**src/rtl/winwdog_pkg.sv**
```systemverilog
package winwdog_pkg;
  typedef enum logic [1:0] {
    PH_IDLE   = 2'd0,
    PH_CLOSED = 2'd1,
    PH_OPEN   = 2'd2,
    PH_FIRED  = 2'd3
  } wd_phase_e;

  localparam int CODE_W = 4;
  localparam int CFG_W  = 2 * CODE_W;
endpackage

```
**src/rtl/winwdog_cfg_reg.sv**
```systemverilog
module winwdog_cfg_reg
  import winwdog_pkg::*;
(
  input  logic             clk,
  input  logic             rst_n,
  input  logic [CFG_W-1:0] boot_val,
  input  logic             lock,
  input  logic             wr_valid,
  input  logic [CFG_W-1:0] wr_data,
  output logic [CFG_W-1:0] word_q
);
  always_ff @(posedge clk) begin
    if (!rst_n) begin
      word_q <= boot_val;
    end else if (wr_valid && !lock) begin
      word_q <= wr_data;
    end
  end
endmodule

```
**src/rtl/winwdog_period_dec.sv**
```systemverilog
module winwdog_period_dec
  import winwdog_pkg::*;
#(
  parameter int BASE_LOG2 = 3,
  parameter int MAX_CODE  = 11,
  localparam int LEN_W    = BASE_LOG2 + MAX_CODE + 1
) (
  input  logic [CODE_W-1:0] code,
  output logic              legal,
  output logic [LEN_W-1:0]  len
);
  always_comb begin
    legal = (int'(code) <= MAX_CODE);
    if (legal) begin
      len = LEN_W'(1) << (BASE_LOG2 + int'(code));
    end else begin
      len = LEN_W'(1) << (BASE_LOG2 + MAX_CODE);
    end
  end
endmodule

```
**src/rtl/winwdog_seq.sv**
```systemverilog
module winwdog_seq
  import winwdog_pkg::*;
#(
  parameter int BASE_LOG2 = 3,
  parameter int MAX_CODE  = 11,
  localparam int LEN_W    = BASE_LOG2 + MAX_CODE + 1
) (
  input  logic             clk,
  input  logic             rst_n,
  input  logic             en,
  input  logic             win_mode,
  input  logic             win_legal,
  input  logic             tick,
  input  logic             clr,
  input  logic [LEN_W-1:0] closed_len,
  input  logic [LEN_W-1:0] open_len,
  output wd_phase_e        phase,
  output logic             fire_q
);
  wd_phase_e        ph_q, ph_d;
  logic [LEN_W-1:0] cnt_q, cnt_d;
  logic             win_q, win_d;
  logic             closed_last, open_last;

  assign closed_last = (cnt_q == closed_len - LEN_W'(1));
  assign open_last   = (cnt_q == open_len - LEN_W'(1));

  always_comb begin
    ph_d  = ph_q;
    cnt_d = cnt_q;
    win_d = win_q;
    unique case (ph_q)
      PH_IDLE: begin
        if (en) begin
          win_d = win_mode && win_legal;
          ph_d  = win_d ? PH_CLOSED : PH_OPEN;
          cnt_d = '0;
        end
      end
      PH_CLOSED: begin
        if (!en) begin
          ph_d = PH_IDLE;
        end else if (clr) begin
          ph_d = PH_FIRED;
        end else if (tick) begin
          if (closed_last) begin
            ph_d  = PH_OPEN;
            cnt_d = '0;
          end else begin
            cnt_d = cnt_q + LEN_W'(1);
          end
        end
      end
      PH_OPEN: begin
        if (!en) begin
          ph_d = PH_IDLE;
        end else if (clr) begin
          ph_d  = win_q ? PH_CLOSED : PH_OPEN;
          cnt_d = '0;
        end else if (tick) begin
          if (open_last) begin
            ph_d = PH_FIRED;
          end else begin
            cnt_d = cnt_q + LEN_W'(1);
          end
        end
      end
      default: ph_d = PH_FIRED;
    endcase
  end

  always_ff @(posedge clk) begin
    if (!rst_n) begin
      ph_q   <= PH_IDLE;
      cnt_q  <= '0;
      win_q  <= 1'b0;
      fire_q <= 1'b0;
    end else begin
      ph_q   <= ph_d;
      cnt_q  <= cnt_d;
      win_q  <= win_d;
      fire_q <= (ph_d == PH_FIRED);
    end
  end

  assign phase = ph_q;
endmodule

```
**src/rtl/winwdog_top.sv**
```systemverilog
module winwdog_top
  import winwdog_pkg::*;
#(
  parameter int BASE_LOG2 = 3,
  parameter int MAX_CODE  = 11,
  localparam int LEN_W    = BASE_LOG2 + MAX_CODE + 1
) (
  input  logic             clk,
  input  logic             rst_n,
  input  logic [CFG_W-1:0] cfg_boot,
  input  logic             en,
  input  logic             win_mode,
  input  logic             tick,
  input  logic             clr,
  input  logic             cfg_wr_valid,
  input  logic [CFG_W-1:0] cfg_wr_data,
  output logic             cfg_wr_ready,
  output logic [CFG_W-1:0] cfg_q,
  output logic             rst_req
);
  wd_phase_e        phase;
  logic             lock;
  logic             win_legal, per_legal;
  logic [LEN_W-1:0] closed_len, open_len;

  assign lock         = en || (phase != PH_IDLE);
  assign cfg_wr_ready = 1'b1;

  winwdog_cfg_reg u_cfg (
    .clk      (clk),
    .rst_n    (rst_n),
    .boot_val (cfg_boot),
    .lock     (lock),
    .wr_valid (cfg_wr_valid),
    .wr_data  (cfg_wr_data),
    .word_q   (cfg_q)
  );

  winwdog_period_dec #(.BASE_LOG2(BASE_LOG2), .MAX_CODE(MAX_CODE)) u_dec_closed (
    .code  (cfg_q[CFG_W-1:CODE_W]),
    .legal (win_legal),
    .len   (closed_len)
  );

  winwdog_period_dec #(.BASE_LOG2(BASE_LOG2), .MAX_CODE(MAX_CODE)) u_dec_open (
    .code  (cfg_q[CODE_W-1:0]),
    .legal (per_legal),
    .len   (open_len)
  );

  winwdog_seq #(.BASE_LOG2(BASE_LOG2), .MAX_CODE(MAX_CODE)) u_seq (
    .clk        (clk),
    .rst_n      (rst_n),
    .en         (en),
    .win_mode   (win_mode),
    .win_legal  (win_legal),
    .tick       (tick),
    .clr        (clr),
    .closed_len (closed_len),
    .open_len   (open_len),
    .phase      (phase),
    .fire_q     (rst_req)
  );

  logic unused_per_legal;
  assign unused_per_legal = per_legal;
endmodule

```
**config.mk**
```make
export PLATFORM = sky130hd
export DESIGN_NAME = winwdog_top
export DESIGN_NICKNAME = d
export VERILOG_FILES = /design/src/rtl/winwdog_pkg.sv /design/src/rtl/winwdog_cfg_reg.sv /design/src/rtl/winwdog_period_dec.sv /design/src/rtl/winwdog_seq.sv /design/src/rtl/winwdog_top.sv
export SDC_FILE = /design/constraint.sdc
export NUM_CORES = 1
export LEC_CHECK = 0
export BUFFER_PORTS_ARGS = -buffer_cell sky130_fd_sc_hd__buf_2
export CAP_MARGIN = 20
export CORE_MARGIN = 1
export CORE_UTILIZATION = 35
export DETAILED_ROUTE_END_ITERATION = 16
export GPL_ROUTABILITY_DRIVEN = 0
export SLEW_MARGIN = 25
export SYNTH_ARGS = -nofsm -noshare
export SYNTH_HDL_FRONTEND = slang
export SYNTH_HIERARCHICAL = 1
export SYNTH_SLANG_ARGS = --single-unit
```
**constraint.sdc**
```tcl
create_clock -name clk -period 2.9 [get_ports clk]
set_input_delay 0.29 -clock clk [delete_from_list [all_inputs] [get_ports clk]]
set_output_delay 0.29 -clock clk [all_outputs]
set_load 0.02 [all_outputs]
```
# After elaboration in Yosys (flattened, before gate mapping)
# Cells that the tools add are included.
# word_totals
register_bits	27
in_bits	23
out_inout_bits	10
wordCells	62
# classes
addsub	5
magnitude_cmp	2
eq_ne	13
shifts	2
muxes	26
n_reduce_logical	9
# op_table
op	count
15-bit 2-to-1 mux	11
1-bit by 32-bit << shifter with 15-bit output (first input constant)	2
15-bit one-hot mux with 3 select lines	1
15-bit == test	2
15-bit by 1-bit subtractor with 15-bit output (second input constant)	2
2-bit 2-to-1 mux	11
8-bit 2-to-1 mux	2
15-bit by 1-bit adder with 15-bit output (second input constant)	1
2-bit by 4-bit adder with 5-bit output (first input constant)	2
2-bit != test (second input constant)	5
4-bit less-or-equal comparator (second input constant)	2
8-bit AND reduction	1
3-bit != test (second input constant)	2
2-bit one-hot mux with 3 select lines	1
2-bit == test (second input constant)	2
3-bit nonzero test	1
2-bit by 1-bit == test with 1-bit output (second input constant)	1
1-bit logical AND	2
2-bit zero test	1
2-bit by 1-bit != test with 1-bit output (second input constant)	1
2-bit AND reduction	1
2-bit nonzero test	1
1-bit zero test	1
1-bit logical OR	1

# Logic depth before layout (Yosys ltp)
# logic_depth
word_depth	11
mapped_depth	11
depth_no_buf	9

# Hierarchy
# Netlist, hierarchy kept.
# by_module_without_submodules
mod	instances	cells_per_inst	area_each_um2	seq_area_each_um2
winwdog_seq	1	303	2263.4	380.4
winwdog_cfg_reg	1	19	380.4	240.2
winwdog_period_dec	2	23	140.1	0.0
winwdog_top	1	3	17.5	0.0

# Least setup slack after synthesis
# Ideal clock, no wire load.
# synth_path
path_type	register -> register
start	register u_cfg.word_q[0]
end	register u_seq.cnt_q[2]
setup_ns	0.137
arrival_time_ns	3.113
required_ns	2.763
slack_ns	-0.350
path_stages_with_launch	10
path_buffers	1
synth_period_minus_slack_ns	3.250
path_cell_list	edfxtp_1 > nor4_1 > nor3b_1 > a22oi_1 > o2111ai_1 > or4b_1 > or4_1 > buf_2 > nand3_4 > o311ai_1
# synth_between
elab_chain_cells	7
elab_cells_between_ends	8
classes_between	add/sub: 2; order compare: 1; eq/ne: 2; shift: 1; mux: 1; reduce/logical: 1
# synth_rtl
element	line	rtl
start: declaration	winwdog_cfg_reg.sv:10	output logic [CFG_W-1:0] word_q
start signal: assignment	winwdog_cfg_reg.sv:14	word_q <= boot_val;
start signal: assignment	winwdog_cfg_reg.sv:16	word_q <= wr_data;
2-bit by 4-bit adder with 5-bit output	winwdog_period_dec.sv:15	len = LEN_W'(1) << (BASE_LOG2 + int'(code));
1-bit by 32-bit << shifter with 15-bit output	winwdog_period_dec.sv:15	
15-bit 2-to-1 mux *	winwdog_period_dec.sv:14	if (legal) begin
via open_len[3]	winwdog_top.sv:24	logic [LEN_W-1:0] closed_len, open_len;
15-bit by 1-bit subtractor with 15-bit output *	winwdog_seq.sv:26	assign open_last = (cnt_q == open_len - LEN_W'(1));
15-bit == test *	winwdog_seq.sv:26	
3-bit != test (no line) *	n/a	
8-bit AND reduction (no line) *	n/a	
end signal: assignment	winwdog_seq.sv:80	cnt_q <= cnt_d;
end: declaration	winwdog_seq.sv:21	logic [LEN_W-1:0] cnt_q, cnt_d;
# The timed path passes the listed nets; every way through them passes the cells marked *.
# A chain may end at the register's enable or synchronous reset.

# Worst setup path after layout
# layout_path
start	register u_cfg.word_q[2]
end	register u_seq.cnt_q[2]
# Same word-level chain as after synthesis.

==> out/qor.csv <==
metric,value,unit
status,"complete, but fails checks",
violated checks,setup timing,
DR iter-0 viols,195,
DP HPWL,6490,um
Final Max Slew Viols,0,
Final Cycle Share,1.07,
mean post-synth cell area,7.94,sq um
Row Count,33,
worst min path class,input pin to flop,
Die Area,8760,sq um
DR vias/cell,5.46,
RSZ-0062 raised after global routing,yes,
Mapped Cells,370,
final hold slack,311,ps
setup ws final,-204,ps
CTS Buf Count,3,
first-pass GRT wire length,13400,um
area of the multi-input gates,2330,sq um
Global Route Usage Sum,0.191,
Seq. cell area,621,sq um
switching pwr,0.000420,W
synth-to-layout area growth,34.5,%
nets,490,
critical path required time,3060,ps
global route total overflow,0,
fmax,322,MHz
core area,8180,sq um
Leakage,1.59,nW
ANT nets after route,0,
PwrDens,297,nW/um^2
ant diodes,0,
Slew @ Worst Pin,529,ps
share of layout cells above drive strength 1,0.364,
Port Buf Inserts,31,
WL final,8400,um
sequential share of power,0.365,
Detailed Routing Iterations Pass 1,4,
vias in the first global route,2825,
Post-Syn Area,2940,sq um
fillers,822,
Chip Height,93.6,um
Period minus WS final,3100,ps
Worst-path clk slew,100,ps
initial antenna violation count,0,
max_cap viols,0,
CTS Sinks,27,
Clk network pwr share,0.188,
cell-internal power,0.000756,W
final hold vios,0,
final setup fails,18,
CTS root buffer,clkbuf_8,
Util after Layout,0.483,
logic gate share of total power,0.447,
startpoint types,flop,
Crit Path Category,flop to flop,
vias post-DR,3081,
drc violations,0,
I/O pin cnt,33,
CP endpoint kind,flop,
cts hold-fix bufs,0,
clk_lat worst skew,280,ps
CP max FO,8,
H-tree depth,1,
arrival time worst endpoint,3260,ps
switching part of the total,0.357,
clk_skew,9.74,ps
initial core utilization,0.359,
Clock Tree Buf Depth,2,
largest net degree at the start of global routing,17,
Slew HR,0.644,
Die X,93.6,um
WL/cell,14.9,um
VDD IR max,0.000231,V
TritonCTS clock tree,done,
yosys warns,6,
## critical path, stage by stage, from the launching register on
cell and delay (ps):
edfxtp_1 390, buf_4 170, buf_4 150, nand2b_4 140, nor3_1 350, xor2_1 160
nand2_1 100, o2111ai_1 120, or4b_4 540, or4_4 570, nand3_4 180, o311ai_2 90
## layer usage
layer	global-route usage	wire, um
met1	0.256	3860
met2	0.330	4090
met3	0.0301	369
met4	0.0218	84
met5	0	0
## stage by stage
stage | power [W] | area (sq um) | worst slack (ps) | setup TNS [ps] | instances
after floorplan | 0.000740 | 3040 | -210 | -2730 | 374
after global placement | 0.000897 | 3640 | -88.4 | -627 | 547
after detailed placement | 0.000903 | 3640 | -172 | -2010 | 547
after CTS | 0.00114 | 3780 | -81.5 | -630 | 558
after global routing | 0.00125 | 3950 | -272 | -4000 | 564
final | 0.00118 | 3950 | -204 | -2450 | 564
## final timing paths
path	startpoint	end	slack [ps]	cells past startpoint
setup / recovery	u_cfg/word_q[2]	u_seq/cnt_q[2]	-200	11
hold / removal	cfg_boot[0]	u_cfg/word_q[0]	310	2
setup reg to reg	u_cfg/word_q[2]	u_seq/cnt_q[2]	-200	11
hold reg to reg	u_seq/win_q	u_seq/win_q	510	2
## sequential cells by signal, summed over array words and instances, names as in the netlist
signal	count
u_cfg/word_q	8
u_seq/cnt_q	15
u_seq/fire_q	1
u_seq/phase	2
u_seq/win_q	1
## power by group through the flow
stage / clock network, W / logic [W] / registers, W
2_1_floorplan: 0 / 0.000283 / 0.000458
3_3_place_gp: 0 / 0.000458 / 0.000439
3_5_place_dp: 0 / 0.000463 / 0.000441
4_1_cts: 0.000223 / 0.000490 / 0.000430
5_1_grt: 0.000244 / 0.000569 / 0.000432
6_report: 0.000221 / 0.000526 / 0.000429
## timing repair
action,in CTS,in global routing
hold endpoints to repair,0,0
setup buffers,7,6
resized for setup,8,25
endpoints found under the setup margin,18,18
pin swaps,2,11
## cell type report
| cell class | instances | share of cell area |
|---|---|---|
| repair buffers | 108 | 0.190 |
| well taps | 105 | 0.0332 |
| flip-flops and latches | 27 | 0.157 |
| multi-input cells | 302 | 0.591 |
| clock inverters | 1 | 0.00127 |
| clock buffers | 3 | 0.0104 |
| inverters | 18 | 0.0171 |
## cell usage in the layout, fill, tap and decap left out, drive strengths merged, types with 3 or more instances in the layout
cell type	count
a21oi	17
a22oi	8
a31oi	6
and2	4
and3	4
buf	108
clkbuf	3
conb	7
dfxtp	19
edfxtp	8
ha	7
inv	18
mux2	8
mux2i	5
nand2	29
nand2b	11
nand3	19
nand4	13
nand4b	4
nor2	22
nor2b	6
nor3	15
nor4	9
o21ai	12
o22ai	3
o311a	3
o31ai	8
or3	8
or4	6
xnor2	22
xor2	13
No activity file was read; power rests on OpenSTA's default activity.
